==> src/rtl/march_bist_pkg.sv <==
package march_bist_pkg;

   typedef enum logic [1:0] {
      ST_IDLE  = 2'd0,
      ST_RUN   = 2'd1,
      ST_DRAIN = 2'd2,
      ST_DONE  = 2'd3
   } bist_state_e;

   localparam logic [2:0] LAST_ELEM = 3'd4;

   // elements 3 and 4 walk the address space downward
   function automatic logic elem_desc(input logic [2:0] e);
      return (e >= 3'd3);
   endfunction

   // element 0 is a single write per word, the others have three steps
   function automatic logic [1:0] elem_last_step(input logic [2:0] e);
      return (e == 3'd0) ? 2'd0 : 2'd2;
   endfunction

   function automatic logic step_write(input logic [2:0] e, input logic [1:0] s);
      return (e == 3'd0) ? 1'b1 : (s == 2'd1);
   endfunction

   // data bit written, or expected on a read, for element e and step s
   function automatic logic step_data(input logic [2:0] e, input logic [1:0] s);
      logic v;
      if (e == 3'd0)     v = 1'b0;
      else if (e[0])     v = (s != 2'd0);
      else               v = (s == 2'd0);
      return v;
   endfunction

endpackage

==> src/rtl/mbist_seq.sv <==
module mbist_seq
   import march_bist_pkg::*;
#(
   parameter int unsigned NUM_MEM = 3,
   parameter int unsigned ADDR_W  = 4,
   parameter int unsigned INST_W  = 2
) (
   input  logic              clk,
   input  logic              rst_n,
   input  logic              init,
   input  logic              adv,
   output logic [INST_W-1:0] inst,
   output logic [2:0]        elem,
   output logic [1:0]        step,
   output logic [ADDR_W-1:0] addr,
   output logic              last_op
);
   localparam logic [ADDR_W-1:0] ADDR_MAX  = {ADDR_W{1'b1}};
   localparam logic [INST_W-1:0] INST_LAST = INST_W'(NUM_MEM - 1);

   logic [INST_W-1:0] inst_q;
   logic [2:0]        elem_q;
   logic [1:0]        step_q;
   logic [ADDR_W-1:0] addr_q;
   logic              desc;
   logic              step_end;
   logic              addr_end;
   logic [2:0]        elem_nx;

   assign desc     = elem_desc(elem_q);
   assign step_end = (step_q == elem_last_step(elem_q));
   assign addr_end = desc ? (addr_q == '0) : (addr_q == ADDR_MAX);
   assign elem_nx  = elem_q + 3'd1;

   always_ff @(posedge clk or negedge rst_n) begin
      if (!rst_n) begin
         inst_q <= '0;
         elem_q <= '0;
         step_q <= '0;
         addr_q <= '0;
      end else if (init) begin
         inst_q <= '0;
         elem_q <= '0;
         step_q <= '0;
         addr_q <= '0;
      end else if (adv) begin
         if (!step_end) begin
            step_q <= step_q + 2'd1;
         end else begin
            step_q <= '0;
            if (!addr_end) begin
               addr_q <= desc ? (addr_q - ADDR_W'(1)) : (addr_q + ADDR_W'(1));
            end else if (elem_q != LAST_ELEM) begin
               elem_q <= elem_nx;
               addr_q <= elem_desc(elem_nx) ? ADDR_MAX : '0;
            end else if (inst_q != INST_LAST) begin
               elem_q <= '0;
               addr_q <= '0;
               inst_q <= inst_q + INST_W'(1);
            end
         end
      end
   end

   assign inst    = inst_q;
   assign elem    = elem_q;
   assign step    = step_q;
   assign addr    = addr_q;
   assign last_op = (inst_q == INST_LAST) && (elem_q == LAST_ELEM) && step_end && addr_end;

   assert_addr_up_R3: assert property (@(posedge clk) disable iff (!rst_n)
      adv && !init && step_end && !addr_end && !desc |=> addr_q == $past(addr_q) + ADDR_W'(1));

   assert_addr_down_R3: assert property (@(posedge clk) disable iff (!rst_n)
      adv && !init && step_end && !addr_end && desc |=> addr_q == $past(addr_q) - ADDR_W'(1));

   assert_inst_order_R4: assert property (@(posedge clk) disable iff (!rst_n)
      !init |=> (inst_q == $past(inst_q)) || (inst_q == $past(inst_q) + INST_W'(1)));

endmodule

==> src/rtl/mbist_cmp.sv <==
module mbist_cmp #(
   parameter int unsigned NUM_MEM = 3,
   parameter int unsigned ADDR_W  = 4,
   parameter int unsigned DATA_W  = 8,
   parameter int unsigned INST_W  = 2
) (
   input  logic                      clk,
   input  logic                      rst_n,
   input  logic                      clear,
   input  logic                      issue_rd,
   input  logic                      exp_bit,
   input  logic [ADDR_W-1:0]         rd_addr,
   input  logic [INST_W-1:0]         rd_inst,
   input  logic [NUM_MEM*DATA_W-1:0] mem_rdata,
   output logic                      mismatch,
   output logic                      failed,
   output logic [INST_W-1:0]         fail_inst,
   output logic [ADDR_W-1:0]         fail_addr,
   output logic                      fail_exp
);
   logic              vld_q;
   logic              exp_q;
   logic [ADDR_W-1:0] addr_q;
   logic [INST_W-1:0] inst_q;
   logic [DATA_W-1:0] rd_word;
   logic              failed_q;
   logic [INST_W-1:0] f_inst_q;
   logic [ADDR_W-1:0] f_addr_q;
   logic              f_exp_q;

   // read tag travels one cycle alongside the memory access
   always_ff @(posedge clk or negedge rst_n) begin
      if (!rst_n) begin
         vld_q  <= 1'b0;
         exp_q  <= 1'b0;
         addr_q <= '0;
         inst_q <= '0;
      end else begin
         vld_q  <= issue_rd && !clear;
         exp_q  <= exp_bit;
         addr_q <= rd_addr;
         inst_q <= rd_inst;
      end
   end

   assign rd_word  = mem_rdata[DATA_W*int'(inst_q) +: DATA_W];
   assign mismatch = vld_q && (rd_word != {DATA_W{exp_q}});

   always_ff @(posedge clk or negedge rst_n) begin
      if (!rst_n) begin
         failed_q <= 1'b0;
         f_inst_q <= '0;
         f_addr_q <= '0;
         f_exp_q  <= 1'b0;
      end else if (clear) begin
         failed_q <= 1'b0;
         f_inst_q <= '0;
         f_addr_q <= '0;
         f_exp_q  <= 1'b0;
      end else if (mismatch && !failed_q) begin
         failed_q <= 1'b1;
         f_inst_q <= inst_q;
         f_addr_q <= addr_q;
         f_exp_q  <= exp_q;
      end
   end

   assign failed    = failed_q;
   assign fail_inst = f_inst_q;
   assign fail_addr = f_addr_q;
   assign fail_exp  = f_exp_q;

   assert_first_fail_hold_R8: assert property (@(posedge clk) disable iff (!rst_n)
      failed_q && !clear |=> failed_q && $stable(f_addr_q) && $stable(f_inst_q) && $stable(f_exp_q));

   assert_compare_lag_R5: assert property (@(posedge clk) disable iff (!rst_n)
      mismatch |-> $past(issue_rd));

endmodule

==> src/rtl/mbist_mux.sv <==
module mbist_mux #(
   parameter int unsigned NUM_MEM = 3,
   parameter int unsigned ADDR_W  = 4,
   parameter int unsigned DATA_W  = 8,
   parameter int unsigned INST_W  = 2
) (
   input  logic                      clk,
   input  logic                      rst_n,
   input  logic                      busy,
   input  logic                      issue,
   input  logic [INST_W-1:0]         eng_inst,
   input  logic                      eng_we,
   input  logic [ADDR_W-1:0]         eng_addr,
   input  logic                      eng_data,
   input  logic [NUM_MEM-1:0]        func_cs,
   input  logic [NUM_MEM-1:0]        func_we,
   input  logic [NUM_MEM*ADDR_W-1:0] func_addr,
   input  logic [NUM_MEM*DATA_W-1:0] func_wdata,
   output logic [NUM_MEM-1:0]        mem_cs,
   output logic [NUM_MEM-1:0]        mem_we,
   output logic [NUM_MEM*ADDR_W-1:0] mem_addr,
   output logic [NUM_MEM*DATA_W-1:0] mem_wdata
);
   for (genvar i = 0; i < NUM_MEM; i++) begin : g_port
      logic hit;
      assign hit = issue && (eng_inst == INST_W'(i));
      assign mem_cs[i] = busy ? hit : func_cs[i];
      assign mem_we[i] = busy ? (hit && eng_we) : func_we[i];
      assign mem_addr[i*ADDR_W +: ADDR_W] =
         busy ? eng_addr : func_addr[i*ADDR_W +: ADDR_W];
      assign mem_wdata[i*DATA_W +: DATA_W] =
         busy ? {DATA_W{eng_data}} : func_wdata[i*DATA_W +: DATA_W];
   end

   assert_single_cs_R4: assert property (@(posedge clk) disable iff (!rst_n)
      busy |-> $onehot0(mem_cs));

   assert_we_needs_cs_R4: assert property (@(posedge clk) disable iff (!rst_n)
      busy |-> ((mem_we & ~mem_cs) == '0));

endmodule

==> src/rtl/march_bist.sv <==
module march_bist
   import march_bist_pkg::*;
#(
   parameter int unsigned NUM_MEM = 3,
   parameter int unsigned ADDR_W  = 4,
   parameter int unsigned DATA_W  = 8,
   localparam int unsigned INST_W = (NUM_MEM > 1) ? $clog2(NUM_MEM) : 1
) (
   input  logic                      clk,
   input  logic                      rst_n,
   input  logic                      start,
   output logic                      done,
   output logic                      pass,
   output logic                      fail_flag,
   output logic [INST_W-1:0]         fail_inst,
   output logic [ADDR_W-1:0]         fail_addr,
   output logic                      fail_exp,
   input  logic [NUM_MEM-1:0]        func_cs,
   input  logic [NUM_MEM-1:0]        func_we,
   input  logic [NUM_MEM*ADDR_W-1:0] func_addr,
   input  logic [NUM_MEM*DATA_W-1:0] func_wdata,
   output logic [NUM_MEM-1:0]        mem_cs,
   output logic [NUM_MEM-1:0]        mem_we,
   output logic [NUM_MEM*ADDR_W-1:0] mem_addr,
   output logic [NUM_MEM*DATA_W-1:0] mem_wdata,
   input  logic [NUM_MEM*DATA_W-1:0] mem_rdata
);
   if (NUM_MEM < 1) begin : g_bad_num
      $error("march_bist: NUM_MEM must be at least 1");
   end
   if (ADDR_W < 1 || ADDR_W > 24) begin : g_bad_addr
      $error("march_bist: ADDR_W out of range");
   end
   if (DATA_W < 1) begin : g_bad_data
      $error("march_bist: DATA_W must be at least 1");
   end

   bist_state_e       state_q;
   logic              pass_q;
   logic              launch;
   logic              run;
   logic              busy;
   logic [INST_W-1:0] s_inst;
   logic [2:0]        s_elem;
   logic [1:0]        s_step;
   logic [ADDR_W-1:0] s_addr;
   logic              s_last;
   logic              op_we;
   logic              op_data;
   logic              mismatch;

   assign launch  = start && (state_q == ST_IDLE || state_q == ST_DONE);
   assign run     = (state_q == ST_RUN);
   assign busy    = run || (state_q == ST_DRAIN);
   assign op_we   = step_write(s_elem, s_step);
   assign op_data = step_data(s_elem, s_step);

   always_ff @(posedge clk or negedge rst_n) begin
      if (!rst_n) begin
         state_q <= ST_IDLE;
         pass_q  <= 1'b0;
      end else begin
         unique case (state_q)
            ST_IDLE: if (start) state_q <= ST_RUN;
            ST_RUN: begin
               if (mismatch)    state_q <= ST_DONE;
               else if (s_last) state_q <= ST_DRAIN;
            end
            ST_DRAIN: begin
               state_q <= ST_DONE;
               pass_q  <= !mismatch;
            end
            ST_DONE: if (start) state_q <= ST_RUN;
            default: state_q <= ST_IDLE;
         endcase
         if (launch) pass_q <= 1'b0;
      end
   end

   mbist_seq #(.NUM_MEM(NUM_MEM), .ADDR_W(ADDR_W), .INST_W(INST_W)) u_seq (
      .clk     (clk),
      .rst_n   (rst_n),
      .init    (launch),
      .adv     (run),
      .inst    (s_inst),
      .elem    (s_elem),
      .step    (s_step),
      .addr    (s_addr),
      .last_op (s_last)
   );

   mbist_cmp #(.NUM_MEM(NUM_MEM), .ADDR_W(ADDR_W), .DATA_W(DATA_W), .INST_W(INST_W)) u_cmp (
      .clk       (clk),
      .rst_n     (rst_n),
      .clear     (launch),
      .issue_rd  (run && !op_we),
      .exp_bit   (op_data),
      .rd_addr   (s_addr),
      .rd_inst   (s_inst),
      .mem_rdata (mem_rdata),
      .mismatch  (mismatch),
      .failed    (fail_flag),
      .fail_inst (fail_inst),
      .fail_addr (fail_addr),
      .fail_exp  (fail_exp)
   );

   mbist_mux #(.NUM_MEM(NUM_MEM), .ADDR_W(ADDR_W), .DATA_W(DATA_W), .INST_W(INST_W)) u_mux (
      .clk        (clk),
      .rst_n      (rst_n),
      .busy       (busy),
      .issue      (run),
      .eng_inst   (s_inst),
      .eng_we     (op_we),
      .eng_addr   (s_addr),
      .eng_data   (op_data),
      .func_cs    (func_cs),
      .func_we    (func_we),
      .func_addr  (func_addr),
      .func_wdata (func_wdata),
      .mem_cs     (mem_cs),
      .mem_we     (mem_we),
      .mem_addr   (mem_addr),
      .mem_wdata  (mem_wdata)
   );

   assign done = (state_q == ST_DONE);
   assign pass = pass_q;

   assert_done_hold_R8: assert property (@(posedge clk) disable iff (!rst_n)
      done && !start |=> done && $stable(pass) && $stable(fail_flag));

   assert_stop_on_fail_R7: assert property (@(posedge clk) disable iff (!rst_n)
      busy && mismatch |=> done && !pass && fail_flag);

   assert_pass_clean_R6: assert property (@(posedge clk) disable iff (!rst_n)
      $rose(pass) |-> done && !fail_flag && ($past(state_q) == ST_DRAIN));

   assert_start_ignored_R9: assert property (@(posedge clk) disable iff (!rst_n)
      run && !mismatch && !s_last |=> run);

endmodule

==> config.mk <==
export PLATFORM = sky130hd
export DESIGN_NAME = march_bist
export DESIGN_NICKNAME = d
export VERILOG_FILES = /design/src/rtl/march_bist_pkg.sv /design/src/rtl/mbist_seq.sv /design/src/rtl/mbist_cmp.sv /design/src/rtl/mbist_mux.sv /design/src/rtl/march_bist.sv
export SDC_FILE = /design/constraint.sdc
export NUM_CORES = 1
export LEC_CHECK = 0
export BUFFER_PORTS_ARGS = -buffer_cell sky130_fd_sc_hd__buf_4
export CORE_ASPECT_RATIO = 0.7
export CORE_MARGIN = 2
export CORE_UTILIZATION = 42
export CTS_BUF_LIST = sky130_fd_sc_hd__clkbuf_4
export CTS_CLUSTER_DIAMETER = 40
export DETAILED_ROUTE_END_ITERATION = 8
export PLACE_DENSITY = 0.79
export SLEW_MARGIN = 20
export SYNTH_ARGS = -nofsm -noshare
export SYNTH_HDL_FRONTEND = slang
export SYNTH_HIERARCHICAL = 1
export SYNTH_SLANG_ARGS = --single-unit
==> constraint.sdc <==
create_clock -name clk -period 3.45 [get_ports clk]
set_clock_uncertainty 0.2 [all_clocks]
set_input_delay 0.69 -clock clk [delete_from_list [all_inputs] [get_ports clk]]
set_output_delay 0.69 -clock clk [all_outputs]
set_load 0.02 [all_outputs]
* Yosys cells after proc, flatten, opt, wreduce, memory -nomap -nowiden
Index checks and enable logic that the tools add are counted. Widths: inputs -> output; s select.
Word-level totals: bits in latches 0, word-level logic and storage cells 130, input bits 69, RAM bits 0, bits in read-only memories 0, output and inout bits 52, flip-flop bits (word level) 30, memories kept 0
Cells by class: equality and inequality tests 16, add/sub/neg operators 5, bitwise logic cells 0, $lt $le $gt $ge 2, reductions and logical operators 38, muxes and demuxes 54, multipliers 0, divide/modulo/power cells 0, shift-type cells 1
Operators with widths (count):
- $mux 4 | 13
- $mux 2 | 15
- $mux 8 | 3
- $shiftx 24x6->8 | 1
- $mux 3 | 6
- $mux 1 | 16
- $logic_and 1x1->1 | 14
- $reduce_bool 2->1 | 7
- $ne 8x8->1 | 1
- $eq 2x1->1 const B | 3
- $eq 2x2->1 const B | 3
- $ge 3x2->1 const B | 2
- $logic_not 2->1 | 3
- $pmux 2 s3 | 1
- $reduce_and 5->1 | 1
- $add 2x1->2 const B | 2
- $add 4x1->4 const B | 1
- $eq 4x4->1 const B | 1
- $logic_not 1->1 | 4
- $logic_not 4->1 | 1
- $ne 2x1->1 const B | 2
- $ne 4x3->1 const B | 1
- $reduce_and 4->1 | 1
- $sub 4x1->4 const B | 1
- other kinds (12) | 13

* Longest topological paths before layout
Gate-level depths: netlist of run 1.
word-level depth 8, depth in mapped cells 10, depth with buffers taken out 10

* Hierarchy
Netlist of run 1, hierarchy kept.
By module, submodules not included:
- mbist_cmp | cells an instance 74, area each 862.1 sq um, seq. area each 400.4 sq um, instances 1
- mbist_seq | cells an instance 84, area each 842.1 sq um, seq. area each 275.3 sq um, instances 1
- mbist_mux | cells an instance 101, area each 495.5 sq um, seq. area each 0.0 sq um, instances 1
- march_bist | cells an instance 30, area each 270.3 sq um, seq. area each 75.1 sq um, instances 1

* Least setup slack after synthesis of run 1
No wires, ideal clock.
path kind register to register, start reg u_seq.elem_q[0] (netlist: u_seq/elem[0]), end reg u_seq.addr_q[3] (netlist: u_seq/addr[3]), data required time 3.124 ns, period minus slack after synthesis 2.798 ns, arrival time 2.472 ns, library setup time 0.126 ns, stages on the path, launching flop included 11, setup slack 0.652 ns, path buffers 0, cell sequence dfrtp_1 ha_1 ha_1 a211oi_4 inv_1 ha_1 a21o_1 a21oi_1 xnor2_1 o21ba_2 o32a_1
Between the ends: longest elaborated chain between the ends 8, elaborated cells on any way between the ends 18, classes of those cells add/sub (1); order compare (2); eq/ne (3); mux (9); reduce/logical (3)
Ends and longest elaborated chain:
- from (decl) | RTL line mbist_seq.sv:22 | logic [2:0] elem_q;
- from (signal assigned) | RTL line mbist_seq.sv:54 | elem_q <= elem_nx;
- $add 3x1->3 | RTL line mbist_seq.sv:33 | assign elem_nx = elem_q + 3'd1;
- $ge 3x2->1 | RTL line march_bist_pkg.sv:14 | return (e >= 3'd3);
- $mux 4 | RTL line mbist_seq.sv:55 | addr_q <= elem_desc(elem_nx) ? ADDR_MAX : '0;
- $mux 4 | RTL line mbist_seq.sv:53 | end else if (elem_q != LAST_ELEM) begin
- $mux 4 | RTL line mbist_seq.sv:51 | if (!addr_end) begin
- $mux 4 | RTL line mbist_seq.sv:47 | if (!step_end) begin
- $mux 4 | RTL line mbist_seq.sv:46 | end else if (adv) begin
- $mux 4 | RTL line mbist_seq.sv:41 | end else if (init) begin
- to (signal assigned) | RTL line mbist_seq.sv:52 | addr_q <= desc ? (addr_q - ADDR_W'(1)) : (addr_q + ADDR_W'(1));
- to (signal assigned) | RTL line mbist_seq.sv:55
- to (decl) | RTL line mbist_seq.sv:24 | logic [ADDR_W-1:0] addr_q;
Several ways; a longest one is shown, not always the timed one. The select of a mux whose other input is x is not followed. A chain may end at the register's enable or synchronous reset.

* Final worst setup path of run 1
start reg u_seq.step_q[1] (netlist: u_seq/step[1]), end out mem_wdata[13]
Between the ends: longest elaborated chain between the ends 4, elaborated cells on any way between the ends 5, classes of those cells mux (3); reduce/logical (2)
Ends and longest elaborated chain:
- from (decl) | RTL line mbist_seq.sv:23 | logic [1:0] step_q;
- from (signal assigned) | RTL line mbist_seq.sv:48 | step_q <= step_q + 2'd1;
- $logic_not 2->1 or $reduce_bool 2->1 (tied branches) | RTL line march_bist_pkg.sv:31, march_bist_pkg.sv:30
- $mux 1 (*) | RTL line march_bist_pkg.sv:30 | else if (e[0]) v = (s != 2'd0);
- $mux 1 (*) | RTL line march_bist_pkg.sv:29 | if (e == 3'd0) v = 1'b0;
- named net op_data | RTL line march_bist.sv:49 | logic op_data;
- $mux 8 (*) | RTL line mbist_mux.sv:32 | busy ? {DATA_W{eng_data}} : func_wdata[i*DATA_W +: DATA_W];
- to (decl) | RTL line march_bist.sv:25 | output logic [NUM_MEM*DATA_W-1:0] mem_wdata,
The timed path passes the listed nets; every way through them passes the cells marked *.

==> results.sh, run 1 <==
export IMPL_status="finished clean"
export IMPL_pwr_share_comb=0.759
export IMPL_cp_arrival_ps=2220
export IMPL_hold_viol=0
export IMPL_die_area_mm2=0.00652
export IMPL_clock_path_buffers=2
export IMPL_rows=23
export IMPL_dp_cells=474
export IMPL_clk_latency_ps=340
export IMPL_syn_inst=289
export IMPL_cts_hold_fix_buffers=0
export IMPL_syn2layout_area_growth_pct=40.0
export IMPL_place_area_mm2=0.00340
export IMPL_p_leak_nw=1.80
export IMPL_peakVddDrop_mv=0.480
export IMPL_ys_ff_latch=30
export IMPL_synth_top_area_share=0.304
export IMPL_design_area_mm2=0.00346
export IMPL_max_freq_mhz=322
export IMPL_die_height_um=68.2
export IMPL_cts_sinks=30
export IMPL_slew_headroom=0.562
export IMPL_wl_per_cell_um=13.8
export IMPL_io_pins=121
export IMPL_gp_congestion=0.759
export IMPL_routed_wl_um=6660
export IMPL_worstSetupPathType="reg -> out"
export IMPL_reg2reg_depth=10
export IMPL_antenna_found_initial=0
export IMPL_p_sw_frac=0.515
export IMPL_drtPass1Iterations=4
export IMPL_worst_slack_ps=340
export IMPL_synth_most_common_cell="inv_1"
export IMPL_grtUsageTotal=0.192
export IMPL_drtIter0Drc=120
export IMPL_finalPower_mw=3.49
export IMPL_ys_seq_area_frac=0.304
export IMPL_grt_max_degree=37
export IMPL_fin_crit_sh=0.901
export IMPL_powerDensity_mw_per_mm2=1010
export IMPL_start_util=0.433
export IMPL_overflow=0
export IMPL_fin_nets=487
export IMPL_synth_area_leader_cell="dfrtp_1"
export IMPL_synth_common_cells="inv_1, o21ai_0, dfrtp_1"
export IMPL_place_hpwl_um=5180
export IMPL_postRouteAntennaNets=0
export IMPL_final_cell_count_no_fill=482
export IMPL_slew_viol_final=0
export IMPL_setup_violations=0
export IMPL_fin_util=0.607
export IMPL_pwr_share_seq=0.181
export IMPL_route_detailed_drc=0
export IMPL_vias=2334
export IMPL_synth_area_leaders="dfrtp_1, inv_1, mux2i_1"
export IMPL_hold_ws_ps=48.0
export IMPL_grt_pass1_vias=2023
export IMPL_cp_start_kind="register"
export IMPL_crit_end="mem_wdata[13]"
export IMPL_avgSynthCellArea_um2=8.55
export IMPL_yosys_warnings=6
export IMPL_cp_startpoint="u_seq/step[1]"
export IMPL_r2r_end="u_seq/addr[3]"
export IMPL_period_minus_slack_ps=3110
export IMPL_intPower_mw=1.69
export IMPL_rsz0062_at_grt="no"
export IMPL_clkTransAtPathRegs_ps=110
export IMPL_vias_per_cell=4.84
export IMPL_postCtsSetupRepairBufs=0
export IMPL_antenna_cells=0
export IMPL_critPathMaxFanout=24
export IMPL_coreArea_mm2=0.00570
export IMPL_postSynthNetCount=370
export IMPL_p_sw_mw=1.80
export IMPL_dominantRegCellSynth="dfrtp_1"
export IMPL_grt_pass1_wl_um=9580
export IMPL_ys_types=53
export IMPL_synth_edf_count=0
export IMPL_tns_ps=0
export IMPL_rrSetupSlack_ps=500
export IMPL_dp_slack_ps=475
export IMPL_cp_required_ps=2560
export IMPL_max_slew_worst_pin_slew_ps=655
export IMPL_cts_max_level=2
export IMPL_r2r_start="u_seq/elem[0]"
export IMPL_root_buffer="clkbuf_4"
export IMPL_port_buffers=120
export IMPL_p_clk_frac=0.060
export IMPL_drv_cap=0
export IMPL_holdCritPathClass="in -> async"
export IMPL_cts_tree="yes"
export IMPL_die_width_um=95.7
export IMPL_drive_gt1_frac=0.369
export IMPL_end_kind="primary output"
export IMPL_cts_buffers=5
export IMPL_ctsResizeCount=0
export IMPL_async_reset_ff_frac=1.00
export IMPL_synth_area_mm2=0.00247
sequential cells by signal, summed over array words and instances (netlist names), 2 cells and up:
register,flops
state_q,2
u_cmp/addr_q,4
u_cmp/fail_addr,4
u_cmp/fail_inst,2
u_cmp/inst_q,2
u_seq/addr,4
u_seq/elem,3
u_seq/inst,2
u_seq/step,2
layout make-up:
class / instances / area [um^2]
fill: 521 / 2240
clock buffer: 5 / 37.5
clock inverter: 3 / 16.3
timing repair buffer: 122 / 916
tap: 75 / 93.8
multi-input combinational: 189 / 1430
sequential: 30 / 751
inverter: 58 / 218
worst min-delay path by stage:
stage	cells past startpoint	slack (ps)	startpoint	to
after floorplan	0	190	rst_n	pass
after global placement	0	280	u_seq/inst[1]	u_cmp/inst_q[1]
after detailed placement	0	300	u_seq/inst[1]	u_cmp/inst_q[1]
after CTS	1	60	rst_n	u_seq/addr[3]
after global routing	1	60	rst_n	u_seq/addr[3]
final	1	50	rst_n	u_seq/addr[3]
power by group through the flow:
stage	registers [mW]	logic, mW	clock network [mW]
after global placement	0.631	2.61	0
final	0.631	2.65	0.209
after global routing	0.656	2.88	0.237
after CTS	0.634	2.66	0.219
after floorplan	0.634	1.74	0
after detailed placement	0.641	2.65	0
cell usage in the layout, fill, tap and decap left out, drive strengths merged, types with 2 or more instances in the layout:
cell type,count
buf,122
a31oi,3
clkinv,2
a21oi,9
dfrtp,30
xnor2,3
clkbuf,5
nand3b,2
o21ai,44
nor4,2
mux2,4
a2bb2oi,4
nor2,12
nor2b,3
a211oi,2
nor3,2
inv,58
mux2i,22
or3b,2
nand2,14
o22ai,6
and2,2
and4,2
nand2b,22
o2bb2ai,5
ha,11
critical path: stages, from the launching register on:
cell and delay [ps]:
dfrtp_1 480, nor2_1 130, o21ai_0 80, o21ai_0 300, nand2_1 490, o21ai_0 250, buf_4 170
logic make-up (layout without fill, tap and decap cells):
logic type      after synthesis  after routing  synth area share
compound gates               81             81             0.222
xor+xnor                      4              4            0.0142
fa+ha+maj                    12             12            0.0638
buf+inv                      70            188             0.119
flops                        30             30             0.304
mux                          26             26             0.114
simple gates                 66             66             0.163
layer usage:
| metal | track usage | part of all wire | wire (um) | up-vias |
|---|---|---|---|---|
| met5 | 0 | 0 | 0 | - |
| met4 | 0.0536 | 0.0078 | 52 | 0 |
| met3 | 0.0441 | 0.054 | 361 | 4 |
| met2 | 0.293 | 0.47 | 3150 | 45 |
| met1 | 0.273 | 0.47 | 3100 | 1083 |
| li1 | - | - | - | 1202 |
(Power assumes the default switching activity.)
==> inputs of run 2 (changes only) <==
--- a/config.mk
+++ b/config.mk
@@ -6,13 +6,13 @@
 export NUM_CORES = 1
 export LEC_CHECK = 0
 export BUFFER_PORTS_ARGS = -buffer_cell sky130_fd_sc_hd__buf_4
-export CORE_ASPECT_RATIO = 0.7
+export CORE_ASPECT_RATIO = 0.75
 export CORE_MARGIN = 2
-export CORE_UTILIZATION = 42
+export CORE_UTILIZATION = 48
 export CTS_BUF_LIST = sky130_fd_sc_hd__clkbuf_4
 export CTS_CLUSTER_DIAMETER = 40
 export DETAILED_ROUTE_END_ITERATION = 8
-export PLACE_DENSITY = 0.79
+export PLACE_DENSITY = 0.88
 export SLEW_MARGIN = 20
 export SYNTH_ARGS = -nofsm -noshare
 export SYNTH_HDL_FRONTEND = slang
==> constraint.sdc (replaced) <==
create_clock -name clk -period 3.45 [get_ports clk]
set_clock_uncertainty 0.2 [all_clocks]
set_input_delay 0.69 -clock clk [delete_from_list [all_inputs] [get_ports clk]]
set_output_delay 0.69 -clock clk [all_outputs]
set_load 0.01 [all_outputs]
==> run 2 against run 1 <==
Net effect: hold slack gained 5.3 ps; count of clock-buffer cells in the layout is the same; final area shrank 0.11%; register-to-register slack lost 140 ps; flip-flop and latch count is the same; critical endpoint is now mem_wdata[12].
==> results.sh, run 2 (same netlist as run 1, synthesis figures left out) <==
export IMPL_status="finished clean"
export IMPL_hold_ws_ps=53.3
export IMPL_cts_tree="yes"
export IMPL_postRouteAntennaNets=0
export IMPL_die_width_um=86.8
export IMPL_grtUsageTotal=0.231
export IMPL_cp_start_kind="register"
export IMPL_rows=22
export IMPL_p_leak_nw=1.81
export IMPL_layout_commonest_cell="buf_4"
export IMPL_drtIter0Drc=211
export IMPL_cp_arrival_ps=2270
export IMPL_worstSetupPathType="reg -> out"
export IMPL_end_kind="primary output"
export IMPL_fin_util=0.701
export IMPL_drv_cap=0
export IMPL_cts_buffers=5
export IMPL_setup_violations=0
export IMPL_die_area_mm2=0.00574
export IMPL_holdCritPathClass="in -> async"
export IMPL_hold_viol=0
export IMPL_final_cell_count_no_fill=467
export IMPL_overflow=0
export IMPL_fillers=389
export IMPL_p_sw_mw=1.52
export IMPL_ctsResizeCount=0
export IMPL_powerDensity_mw_per_mm2=932
export IMPL_fin_nets=487
export IMPL_pwr_share_seq=0.198
export IMPL_drive_gt1_frac=0.371
export IMPL_p_sw_frac=0.472
export IMPL_fin_crit_sh=0.916
export IMPL_grt_pass1_wl_um=10400
export IMPL_syn2layout_area_growth_pct=39.8
export IMPL_cp_required_ps=2560
export IMPL_p_clk_frac=0.063
export IMPL_postCtsSetupRepairBufs=0
export IMPL_slew_viol_final=0
export IMPL_place_hpwl_um=5420
export IMPL_finalPower_mw=3.22
export IMPL_peakVddDrop_mv=0.431
export IMPL_drtPass1Iterations=4
export IMPL_start_util=0.501
export IMPL_antenna_found_initial=0
export IMPL_max_freq_mhz=316
export IMPL_grt_max_degree=41
export IMPL_vias_per_cell=5.14
export IMPL_reg2reg_depth=10
export IMPL_critPathMaxFanout=24
export IMPL_clkTransAtPathRegs_ps=90
export IMPL_pwr_share_comb=0.739
export IMPL_final_cell_mix="buf_4, inv_1, o21ai_0"
export IMPL_die_height_um=66.1
export IMPL_rsz0062_at_grt="no"
export IMPL_tns_ps=0
export IMPL_rrSetupSlack_ps=360
export IMPL_gp_congestion=0.852
export IMPL_grt_pass1_vias=2207
export IMPL_vias=2400
export IMPL_io_pins=121
export IMPL_coreArea_mm2=0.00493
export IMPL_clk_latency_ps=340
export IMPL_wl_per_cell_um=14.8
export IMPL_r2r_end="u_seq/addr[3]"
export IMPL_cts_hold_fix_buffers=0
export IMPL_cts_sinks=30
export IMPL_root_buffer="clkbuf_4"
export IMPL_port_buffers=120
export IMPL_intPower_mw=1.70
export IMPL_r2r_start="u_seq/elem[1]"
export IMPL_cts_max_level=2
export IMPL_route_detailed_drc=0
export IMPL_clock_path_buffers=2
export IMPL_max_slew_worst_pin_slew_ps=619
export IMPL_antenna_cells=0
export IMPL_period_minus_slack_ps=3160
export IMPL_routed_wl_um=6900
export IMPL_dp_cells=459
export IMPL_slew_headroom=0.586
## run 2: cell types whose count changed in the layout (fill, tap and decap cells not counted)
cell	previous run	this run
buf_4	122	121
nand2_2	0	1
buf_12	0	1
nand2_1	14	13
## run 2: worst max-delay path by stage
stage / slack, ps / startpoint / cells after the start / end
floorplan: 650 / u_seq/elem[0] / 10 / u_seq/addr[3]
global placement: 590 / u_seq/elem[0] / 10 / u_seq/addr[3]
detailed placement: 400 / u_seq/elem[0] / 10 / u_seq/addr[3]
CTS: 180 / state_q[0] / 6 / mem_wdata[20]
global route: 160 / u_seq/step[1] / 6 / mem_wdata[18]
finish: 290 / u_seq/step[1] / 6 / mem_wdata[12]
## run 2: cell type report
| class | instances | area [um^2] | share of cell area |
|---|---|---|---|
| repair buffers | 122 | 928 | 0.269 |
| multi-input cells | 189 | 1430 | 0.413 |
| clock inverters | 3 | 16.3 | 0.00471 |
| well taps | 60 | 75.1 | 0.0217 |
| flip-flops and latches | 30 | 751 | 0.217 |
| inverters | 58 | 218 | 0.0630 |
| clock buffers | 5 | 37.5 | 0.0109 |
## run 2: worst max-delay path, cell delays in order (launching register included)
cell and delay (ps):
dfrtp_1 480, nor2_1 130, o21ai_0 90, o21ai_0 460, nand2_2 380, o21ai_0 220
buf_4 170
## run 2: per-stage QoR
| step | area (um^2) | setup WS (ps) |
|---|---|---|
| after global placement | 3400 | 589 |
| after detailed placement | 3400 | 403 |
| after floorplan | 2470 | 652 |
| after global routing | 3450 | 160 |
| final | 3450 | 288 |
| after CTS | 3450 | 176 |
## run 2: layer usage
layer  vias up  GRT usage  routed length (um)
met2        66      0.374                3410
met5         -          0                   0
met1      1117      0.309                2990
met3        12     0.0449                 399
li1       1205          -                   -
met4         0     0.0820                  93
## run 2: power by group through the flow
stage	registers [mW]	clock network [mW]	logic, mW
final	0.635	0.203	2.38
after global routing	0.653	0.224	2.58
after CTS	0.633	0.208	2.37
after detailed placement	0.640	0	2.36
after global placement	0.625	0	2.29
after floorplan	0.610	0	1.44
